==> src/rtl/dacbank_pkg.sv <==
// Package: shared widths and state types for the current-setting register bank.
// Assumes: 8-bit registers, 7-bit magnitude field under a direction bit.
package dacbank_pkg;
    localparam int REG_W  = 8;
    localparam int CODE_W = 7;

    typedef enum logic [2:0] {
        ST_IDLE,
        ST_DEVADDR,
        ST_REGADDR,
        ST_WDATA,
        ST_ACK,
        ST_RDATA,
        ST_MACK
    } bus_state_e;

    typedef enum logic [1:0] {
        NXT_REG,
        NXT_WDATA,
        NXT_RDATA
    } ack_next_e;
endpackage

==> src/rtl/bus_line_sync.sv <==
// Module: bus_line_sync
// Brings SCL and SDA into the clock domain and flags edges plus START/STOP.
// Assumes: both lines idle high; SYNC_STAGES >= 2 flops per line.
module bus_line_sync #(
    parameter int SYNC_STAGES = 2
) (
    input  logic clk,
    input  logic rst_n,
    input  logic scl_raw,
    input  logic sda_raw,
    output logic scl_rise,
    output logic scl_fall,
    output logic sda_lvl,
    output logic start_det,
    output logic stop_det
);
    localparam int PIPE_W = SYNC_STAGES + 1;

    logic [PIPE_W-1:0] scl_pipe;
    logic [PIPE_W-1:0] sda_pipe;
    logic scl_now, scl_prev, sda_now, sda_prev;

    // Shift both lines through their synchronizer plus one history flop.
    always_ff @(posedge clk) begin
        if (!rst_n) begin
            scl_pipe <= '1;
            sda_pipe <= '1;
        end else begin
            scl_pipe <= {scl_pipe[PIPE_W-2:0], scl_raw};
            sda_pipe <= {sda_pipe[PIPE_W-2:0], sda_raw};
        end
    end

    assign scl_now  = scl_pipe[SYNC_STAGES-1];
    assign scl_prev = scl_pipe[SYNC_STAGES];
    assign sda_now  = sda_pipe[SYNC_STAGES-1];
    assign sda_prev = sda_pipe[SYNC_STAGES];

    // Edge and bus-condition decode from the synchronized levels.
    always_comb begin
        scl_rise  = scl_now & ~scl_prev;
        scl_fall  = ~scl_now & scl_prev;
        sda_lvl   = sda_now;
        start_det = sda_prev & ~sda_now & scl_now & scl_prev;
        stop_det  = ~sda_prev & sda_now & scl_now & scl_prev;
    end
endmodule

==> src/rtl/bus_target_fsm.sv <==
// Module: bus_target_fsm
// Byte-level I2C target: address match, pointer capture, write strobes and
// MSB-first read shifting. Assumes edges arrive already synchronized and that
// SCL stays low for several system clocks.
module bus_target_fsm
    import dacbank_pkg::*;
#(
    parameter logic [4:0] ADDR_LOW = 5'b10000
) (
    input  logic             clk,
    input  logic             rst_n,
    input  logic [1:0]       strap,
    input  logic             scl_rise,
    input  logic             scl_fall,
    input  logic             sda_lvl,
    input  logic             start_det,
    input  logic             stop_det,
    input  logic [REG_W-1:0] rd_data,
    output logic [REG_W-1:0] reg_ptr,
    output logic             wr_en,
    output logic [REG_W-1:0] wr_data,
    output logic             sda_pull
);
    bus_state_e       state;
    ack_next_e        ack_next;
    logic [3:0]       bitcnt;
    logic [REG_W-1:0] shreg;
    logic [REG_W-1:0] txreg;
    logic             ctl_nack;
    logic             addr_hit;

    assign addr_hit = (shreg[7:1] == {strap, ADDR_LOW});
    assign wr_data  = shreg;

    // Bus protocol sequencer; START/STOP override every state.
    always_ff @(posedge clk) begin
        if (!rst_n) begin
            state    <= ST_IDLE;
            ack_next <= NXT_REG;
            bitcnt   <= '0;
            shreg    <= '0;
            txreg    <= '0;
            ctl_nack <= 1'b1;
            reg_ptr  <= '0;
            wr_en    <= 1'b0;
            sda_pull <= 1'b0;
        end else begin
            wr_en <= 1'b0;
            if (start_det) begin
                state    <= ST_DEVADDR;
                bitcnt   <= '0;
                sda_pull <= 1'b0;
            end else if (stop_det) begin
                state    <= ST_IDLE;
                sda_pull <= 1'b0;
            end else begin
                case (state)
                    ST_DEVADDR, ST_REGADDR, ST_WDATA: begin
                        if (scl_rise && bitcnt != 4'd8) begin
                            shreg  <= {shreg[REG_W-2:0], sda_lvl};
                            bitcnt <= bitcnt + 4'd1;
                        end else if (scl_fall && bitcnt == 4'd8) begin
                            bitcnt <= '0;
                            if (state == ST_DEVADDR) begin
                                if (addr_hit) begin
                                    sda_pull <= 1'b1;
                                    state    <= ST_ACK;
                                    ack_next <= shreg[0] ? NXT_RDATA : NXT_REG;
                                end else begin
                                    state <= ST_IDLE;
                                end
                            end else if (state == ST_REGADDR) begin
                                reg_ptr  <= shreg;
                                sda_pull <= 1'b1;
                                state    <= ST_ACK;
                                ack_next <= NXT_WDATA;
                            end else begin
                                wr_en    <= 1'b1;
                                sda_pull <= 1'b1;
                                state    <= ST_ACK;
                                ack_next <= NXT_WDATA;
                            end
                        end
                    end
                    ST_ACK: begin
                        if (scl_fall) begin
                            sda_pull <= 1'b0;
                            case (ack_next)
                                NXT_REG:   state <= ST_REGADDR;
                                NXT_WDATA: state <= ST_WDATA;
                                default: begin
                                    state    <= ST_RDATA;
                                    txreg    <= rd_data;
                                    sda_pull <= ~rd_data[7];
                                end
                            endcase
                        end
                    end
                    ST_RDATA: begin
                        if (scl_rise) begin
                            bitcnt <= bitcnt + 4'd1;
                        end else if (scl_fall) begin
                            if (bitcnt == 4'd8) begin
                                sda_pull <= 1'b0;
                                bitcnt   <= '0;
                                state    <= ST_MACK;
                            end else begin
                                txreg    <= {txreg[REG_W-2:0], 1'b0};
                                sda_pull <= ~txreg[6];
                            end
                        end
                    end
                    ST_MACK: begin
                        if (scl_rise) begin
                            ctl_nack <= sda_lvl;
                        end else if (scl_fall) begin
                            if (!ctl_nack) begin
                                state    <= ST_RDATA;
                                txreg    <= rd_data;
                                sda_pull <= ~rd_data[7];
                            end else begin
                                state <= ST_IDLE;
                            end
                        end
                    end
                    default: ;
                endcase
            end
        end
    end
endmodule

==> src/rtl/chan_reg_file.sv <==
// Module: chan_reg_file
// Holds one sign-magnitude setting per channel and decodes it to enables.
// Assumes: channels sit at consecutive pointers from BASE_ADDR; other
// pointers read as zero and ignore writes.
module chan_reg_file
    import dacbank_pkg::*;
#(
    parameter int         NUM_CH    = 4,
    parameter logic [7:0] BASE_ADDR = 8'hF8
) (
    input  logic                     clk,
    input  logic                     rst_n,
    input  logic                     wr_en,
    input  logic [REG_W-1:0]         reg_ptr,
    input  logic [REG_W-1:0]         wr_data,
    output logic [REG_W-1:0]         rd_data,
    output logic [NUM_CH-1:0]        src_en,
    output logic [NUM_CH-1:0]        snk_en,
    output logic [NUM_CH*CODE_W-1:0] dac_code
);
    logic [REG_W-1:0] regs [NUM_CH];

    for (genvar g = 0; g < NUM_CH; g++) begin : g_chan
        localparam logic [7:0] CH_ADDR = 8'(BASE_ADDR + g);
        logic [CODE_W-1:0] mag;

        // Capture a write aimed at this channel's pointer.
        always_ff @(posedge clk) begin
            if (!rst_n) begin
                regs[g] <= '0;
            end else if (wr_en && reg_ptr == CH_ADDR) begin
                regs[g] <= wr_data;
            end
        end

        assign mag                            = regs[g][CODE_W-1:0];
        assign dac_code[g*CODE_W +: CODE_W]   = mag;
        assign src_en[g]                      = regs[g][7] & (|mag);
        assign snk_en[g]                      = ~regs[g][7] & (|mag);
    end

    // Read-back mux; unmatched pointers return zero.
    always_comb begin
        rd_data = '0;
        for (int i = 0; i < NUM_CH; i++) begin
            if (reg_ptr == 8'(BASE_ADDR + i)) rd_data = regs[i];
        end
    end
endmodule

==> src/rtl/i2c_dac_bank.sv <==
// Module: i2c_dac_bank (top)
// Serial-bus target holding two or four sink/source current settings.
// Assumes: open-drain SDA is realised outside via sda_pull_low; system clock
// runs well above the bus clock.
module i2c_dac_bank
    import dacbank_pkg::*;
#(
    parameter bit FOUR_CH     = 1'b1,
    parameter int SYNC_STAGES = 2
) (
    input  logic                                     clk,
    input  logic                                     rst_n,
    input  logic                                     scl_in,
    input  logic                                     sda_in,
    output logic                                     sda_pull_low,
    input  logic [1:0]                               addr_strap,
    output logic [(FOUR_CH ? 4 : 2)-1:0]             src_en,
    output logic [(FOUR_CH ? 4 : 2)-1:0]             snk_en,
    output logic [(FOUR_CH ? 4 : 2)*CODE_W-1:0]      dac_code
);
    localparam int NUM_CH = FOUR_CH ? 4 : 2;

    logic             scl_rise, scl_fall, sda_lvl, start_det, stop_det;
    logic             wr_en;
    logic [REG_W-1:0] reg_ptr, wr_data, rd_data;

    bus_line_sync #(.SYNC_STAGES(SYNC_STAGES)) u_sync (
        .clk(clk), .rst_n(rst_n), .scl_raw(scl_in), .sda_raw(sda_in),
        .scl_rise(scl_rise), .scl_fall(scl_fall), .sda_lvl(sda_lvl),
        .start_det(start_det), .stop_det(stop_det)
    );

    bus_target_fsm u_fsm (
        .clk(clk), .rst_n(rst_n), .strap(addr_strap),
        .scl_rise(scl_rise), .scl_fall(scl_fall), .sda_lvl(sda_lvl),
        .start_det(start_det), .stop_det(stop_det), .rd_data(rd_data),
        .reg_ptr(reg_ptr), .wr_en(wr_en), .wr_data(wr_data),
        .sda_pull(sda_pull_low)
    );

    chan_reg_file #(.NUM_CH(NUM_CH)) u_regs (
        .clk(clk), .rst_n(rst_n), .wr_en(wr_en), .reg_ptr(reg_ptr),
        .wr_data(wr_data), .rd_data(rd_data), .src_en(src_en),
        .snk_en(snk_en), .dac_code(dac_code)
    );
endmodule

==> config.mk <==
export PLATFORM = sky130hd
export DESIGN_NAME = i2c_dac_bank
export DESIGN_NICKNAME = d
export VERILOG_FILES = /design/src/rtl/dacbank_pkg.sv /design/src/rtl/bus_line_sync.sv /design/src/rtl/bus_target_fsm.sv /design/src/rtl/chan_reg_file.sv /design/src/rtl/i2c_dac_bank.sv
export SDC_FILE = /design/constraint.sdc
export NUM_CORES = 1
export LEC_CHECK = 0
export BUFFER_PORTS_ARGS = -buffer_cell sky130_fd_sc_hd__buf_2
export CAP_MARGIN = 20
export CORE_ASPECT_RATIO = 1.2
export CORE_MARGIN = 8
export CORE_UTILIZATION = 58
export CTS_CLUSTER_SIZE = 16
export DETAILED_ROUTE_END_ITERATION = 6
export GPL_ROUTABILITY_DRIVEN = 1
export PLACE_DENSITY = 0.79
export SYNTH_ARGS = -nofsm -noshare
export SYNTH_HDL_FRONTEND = slang
export SYNTH_SLANG_ARGS = --single-unit
==> constraint.sdc <==
create_clock -name clk -period 2.64 [get_ports clk]
set_clock_uncertainty 0.05 [all_clocks]
set_input_delay 0.396 -clock clk [delete_from_list [all_inputs] [get_ports clk]]
set_output_delay 0.396 -clock clk [all_outputs]
set_load 0.02 [all_outputs]
# After elaboration in Yosys (flattened, before gate mapping)
# Memories as Yosys holds them, arrays and structs flattened.
# Cells that the tools add are included.
# op_classes
add_sub_neg	1
eq_ne	38
mux	68
n_bitwise	37
n_reduce_logical	29
# ops
operator	n
2-to-1 mux 8 bit	8
2-to-1 mux 7 bit	8
OR reduction 7 bit	5
2-to-1 mux 3 bit	11
== test 8 bit (second input constant)	4
2-to-1 mux 1 bit	28
case mux 7 bit (3 select lines)	1
2-to-1 mux 4 bit	5
!= test 4 x 3 -> 1 bit (second input constant)	5
AND reduction 9 bit	2
NOT 1 bit	17
bitwise AND 1 bit	16
!= test 4 bit (second input constant)	4
!= test 2 x 1 -> 1 bit (second input constant)	6
!= test 2 bit (second input constant)	6
case mux 3 bit (4 select lines)	1
AND reduction 11 bit	1
AND reduction 10 bit	1
== test 3 bit (second input constant)	3
!= test 3 x 1 -> 1 bit (second input constant)	3
case mux 4 bit (2 select lines)	1
AND reduction 4 bit	2
== test 7 bit	1
AND reduction 7 bit	1
20 further kinds	33
# word_totals
reg_bits	41
ramBits	32
input_bits	6
output_inout_bits	37
wordCells	186
memories	1
# memory_table
memory	words	word_bits	read_ports	rd_clocked_by_memory_dff	write_ports	line	text
u_regs.regs	4	8	4	0	4	chan_reg_file.sv:21	logic [REG_W-1:0] regs [NUM_CH];

# Logic depth before layout (Yosys ltp)
# depth
word_depth	10
ltp_mapped	9
mapped_depth_nobuf	7

# Modules after synthesis
# From an unflattened synthesis, not the netlist that was laid out.
# unflattened
cells_unflattened	390
hier_area_um2	4116.4
# modules_own_cells
module	n_inst	cells_each	area_each_um2	seq_area_each_um2
chan_reg_file	1	177	2070.7	960.9
bus_target_fsm	1	197	1855.5	700.7
bus_line_sync	1	16	190.2	120.1

# Worst setup path after synthesis
# No wires, ideal clock.
# synth_path
path_type	register to register
startpoint	reg u_fsm.reg_ptr[1]
endpoint	mem u_regs.regs[0][0] (enable)
setup_time_ps	398
t_arrival_ps	1648
required_time_ps	2192
path_slack_ps	544
stages_incl_launch_ff	4
path_buffers	2
period_less_slack_ps	2096
cell_sequence	dfxtp_1 buf_2 buf_4 o41ai_1
# synth_rtl
item	line	text
start, declared	bus_target_fsm.sv:19	output logic [REG_W-1:0] reg_ptr,
start signal, assigned	bus_target_fsm.sv:73	reg_ptr <= shreg;
end, declared	chan_reg_file.sv:21	

==> metrics.txt <==
Power Internal 1.62 mW; cell with the most instances after synthesis dfxtp_1; Finished Layout Cells 484; Die Y 104 um; Yosys warnings 0; area leader, netlist edfxtp_1; final period utilization 0.888; CTS HTree Levels 3; first-pass GRT wire length 13700 um; type of origin of the critical path flip-flop; Via-to-Cell Ratio 5.66; most frequent cells after synthesis dfxtp_1, and2_1, nor2_1; TritonCTS clock tree yes; flops & latches, synth 73; reg2reg path depth 4; DP Area 3840 sq um; Clock Latency Late Sink 0.35 ns; critical-path maximum fanout 3; post-route worst setup slack 0.297 ns; CTS buffer count 9; syn nets 383; Finished Cell Area 4030 sq um; Post-Syn Area 3770 sq um; distinct cell type count after synthesis 65; Die Area 9340 sq um; Post-CTS Hold Fix Bufs 0; Hold Path Class in2reg; largest net degree at the start of global routing 21; # rows 32; Fin Setup TNS 0 ns; Flop pwr share 0.556; TritonRoute pass-1 iters 4; ANT nets after route 0; outcome complete, no violations; fillcell total 518; layout cells sized above 1 0.203; Final setup violation count 0; Max-slew headroom 0.434; clock buffer depth 2; RSZ-0062 raised after global routing false; # nets final 402; fmax 427 MHz; Logic pwr share 0.063; slowest CP cell or4_1; Levels on crit path 4; worst vdd ir 0.393 mV; Psw 0.599 mW; critical path's top delay family simple AND/OR/NAND/NOR gates; Total Wirelength 8160 um; kind of end point of the critical path primary output; Worst EP required 2.19 ns; Vias 2739; dpl hpwl 5910 um; vias in the first global route 2722; dpl ws 0.519 ns; Post-synth EDFFs 32; CTS Root Cell clkbuf_8; Final Hold Viols 0; most used flip-flop cell after synthesis dfxtp_1; Syn Area/Cell 10.0 sq um; Leak 1.46 nW; async set-reset flop share out of synthesis 0; arrival time worst endpoint 1.90 ns; Max Cap Viol 0; Starting Density 0.592; CTS resizes 0; post-synthesis cell count 375; postcts setup bufs 0; R2R setup slack 0.51 ns; Final Core Density 0.633; clk sinks 73; synthesis-to-finish area growth 6.91%; WS Path Type reg2out; sequential cell area fraction in the yosys report 0.473; DRC 0; grt ovf 0; initial DRC count 122; diode count 0; DIE WIDTH 89.6 um; pwr dens 551 nW/um^2; worst-margin pin slew 0.838 ns; wire length per cell 16.9 um; RePlAce Congestion 0.832; Tot GR Track Use 0.189; Final Max Tran Viols 0; crit-path cells or4_1, nor4_1, nor2b_1, buf_2; worst stage delay on the critical path 0.56 ns; clock power share 0.381; Inst Count DP 468; Hold Path Stages 2; ranking of synthesized cells by area edfxtp_1, dfxtp_1, mux2i_1; crit path buf inv count 1; CTS clk-pin slew, worst paths 0.10 ns; IO buf count 42; final critical-path required period 2.34 ns; initial antenna violation count 0; num ports 43; top cell type's share of synthesized area 0.255; switching part of the total power 0.270; Core Area 6370 sq um
[through the flow]
| step | total power, mW | hold slack [ns] |
|---|---|---|
| 5_1_grt | 2.30 | 0.163 |
| 2_1_floorplan | 1.37 | 0.336 |
| 3_3_place_gp | 1.40 | 0.338 |
| 3_5_place_dp | 1.40 | 0.346 |
| 4_1_cts | 2.24 | 0.160 |
| 6_report | 2.22 | 0.181 |
[cells by family (layout without fill, tap and decap cells)]
| kind of cell | after synthesis | after routing | synth area share |
|---|---|---|---|
| fa+ha+maj | 2 | 2 | 0.00664 |
| xor+xnor | 6 | 6 | 0.0140 |
| buf+inv | 51 | 75 | 0.0910 |
| mux | 26 | 26 | 0.0694 |
| compound gates | 64 | 64 | 0.119 |
| flops | 73 | 73 | 0.473 |
| simple gates | 153 | 153 | 0.228 |
[state kept, by name, summed over array words and instances, names as in the netlist]
register and flops:
u_regs.regs 32, u_fsm.reg_ptr 8, u_fsm.wr_data 8, u_fsm.txreg 7
u_fsm.bitcnt 4, u_fsm.state 3, u_sync.scl_pipe 3, u_sync.sda_pipe 3
u_fsm.ack_next 2, u_fsm.ctl_nack 1, u_fsm.sda_pull 1, u_fsm.wr_en 1
[power by group through the flow]
stage               combinational [mW]  sequential (mW)  clock, mW
floorplan                        0.124             1.25          0
global placement                 0.139             1.26          0
detailed placement               0.141             1.26          0
CTS                              0.142             1.23      0.866
global route                     0.152             1.24      0.913
finish                           0.140             1.23      0.846
[area by class of cell]
cell class              count  area, sq um  area share
flip-flops and latches     73         1780       0.442
multi-input cells         251         1650       0.409
repair buffers             49          263      0.0652
clock buffers               9          124      0.0308
well taps                  85          106      0.0264
clock inverters             7         66.3      0.0165
inverters                  10         37.5     0.00932
[final timing paths]
check,from,to
max reg2reg,u_fsm.reg_ptr[1],u_regs.regs[1][13]
min,sda_in,u_sync.sda_pipe[0]
max,u_regs.regs[0][2],src_en[0]
min reg2reg,u_sync.scl_pipe[0],u_sync.scl_pipe[1]
[cells in the final DEF (no fill, tap or decap), drive strengths merged, types with 3 or more instances in the layout]
master   n
o21ai   15
edfxtp  32
dfxtp   41
xnor2    3
nand2b   7
buf     49
nand4    4
and2    38
or3      3
nand3    3
mux2i   25
inv     16
nor2    38
nor4     7
or4      4
and3     3
a21oi   19
nor2b    7
clkbuf   9
xor2     3
nor3     3
a311o    5
nand2   26
[metal layers]
layer / routed length, um / track usage
met5: 0 / 0
met4: 121 / 0.0810
met3: 590 / 0.0498
met2: 4080 / 0.298
met1: 3370 / 0.234
(Power assumes the default switching activity.)
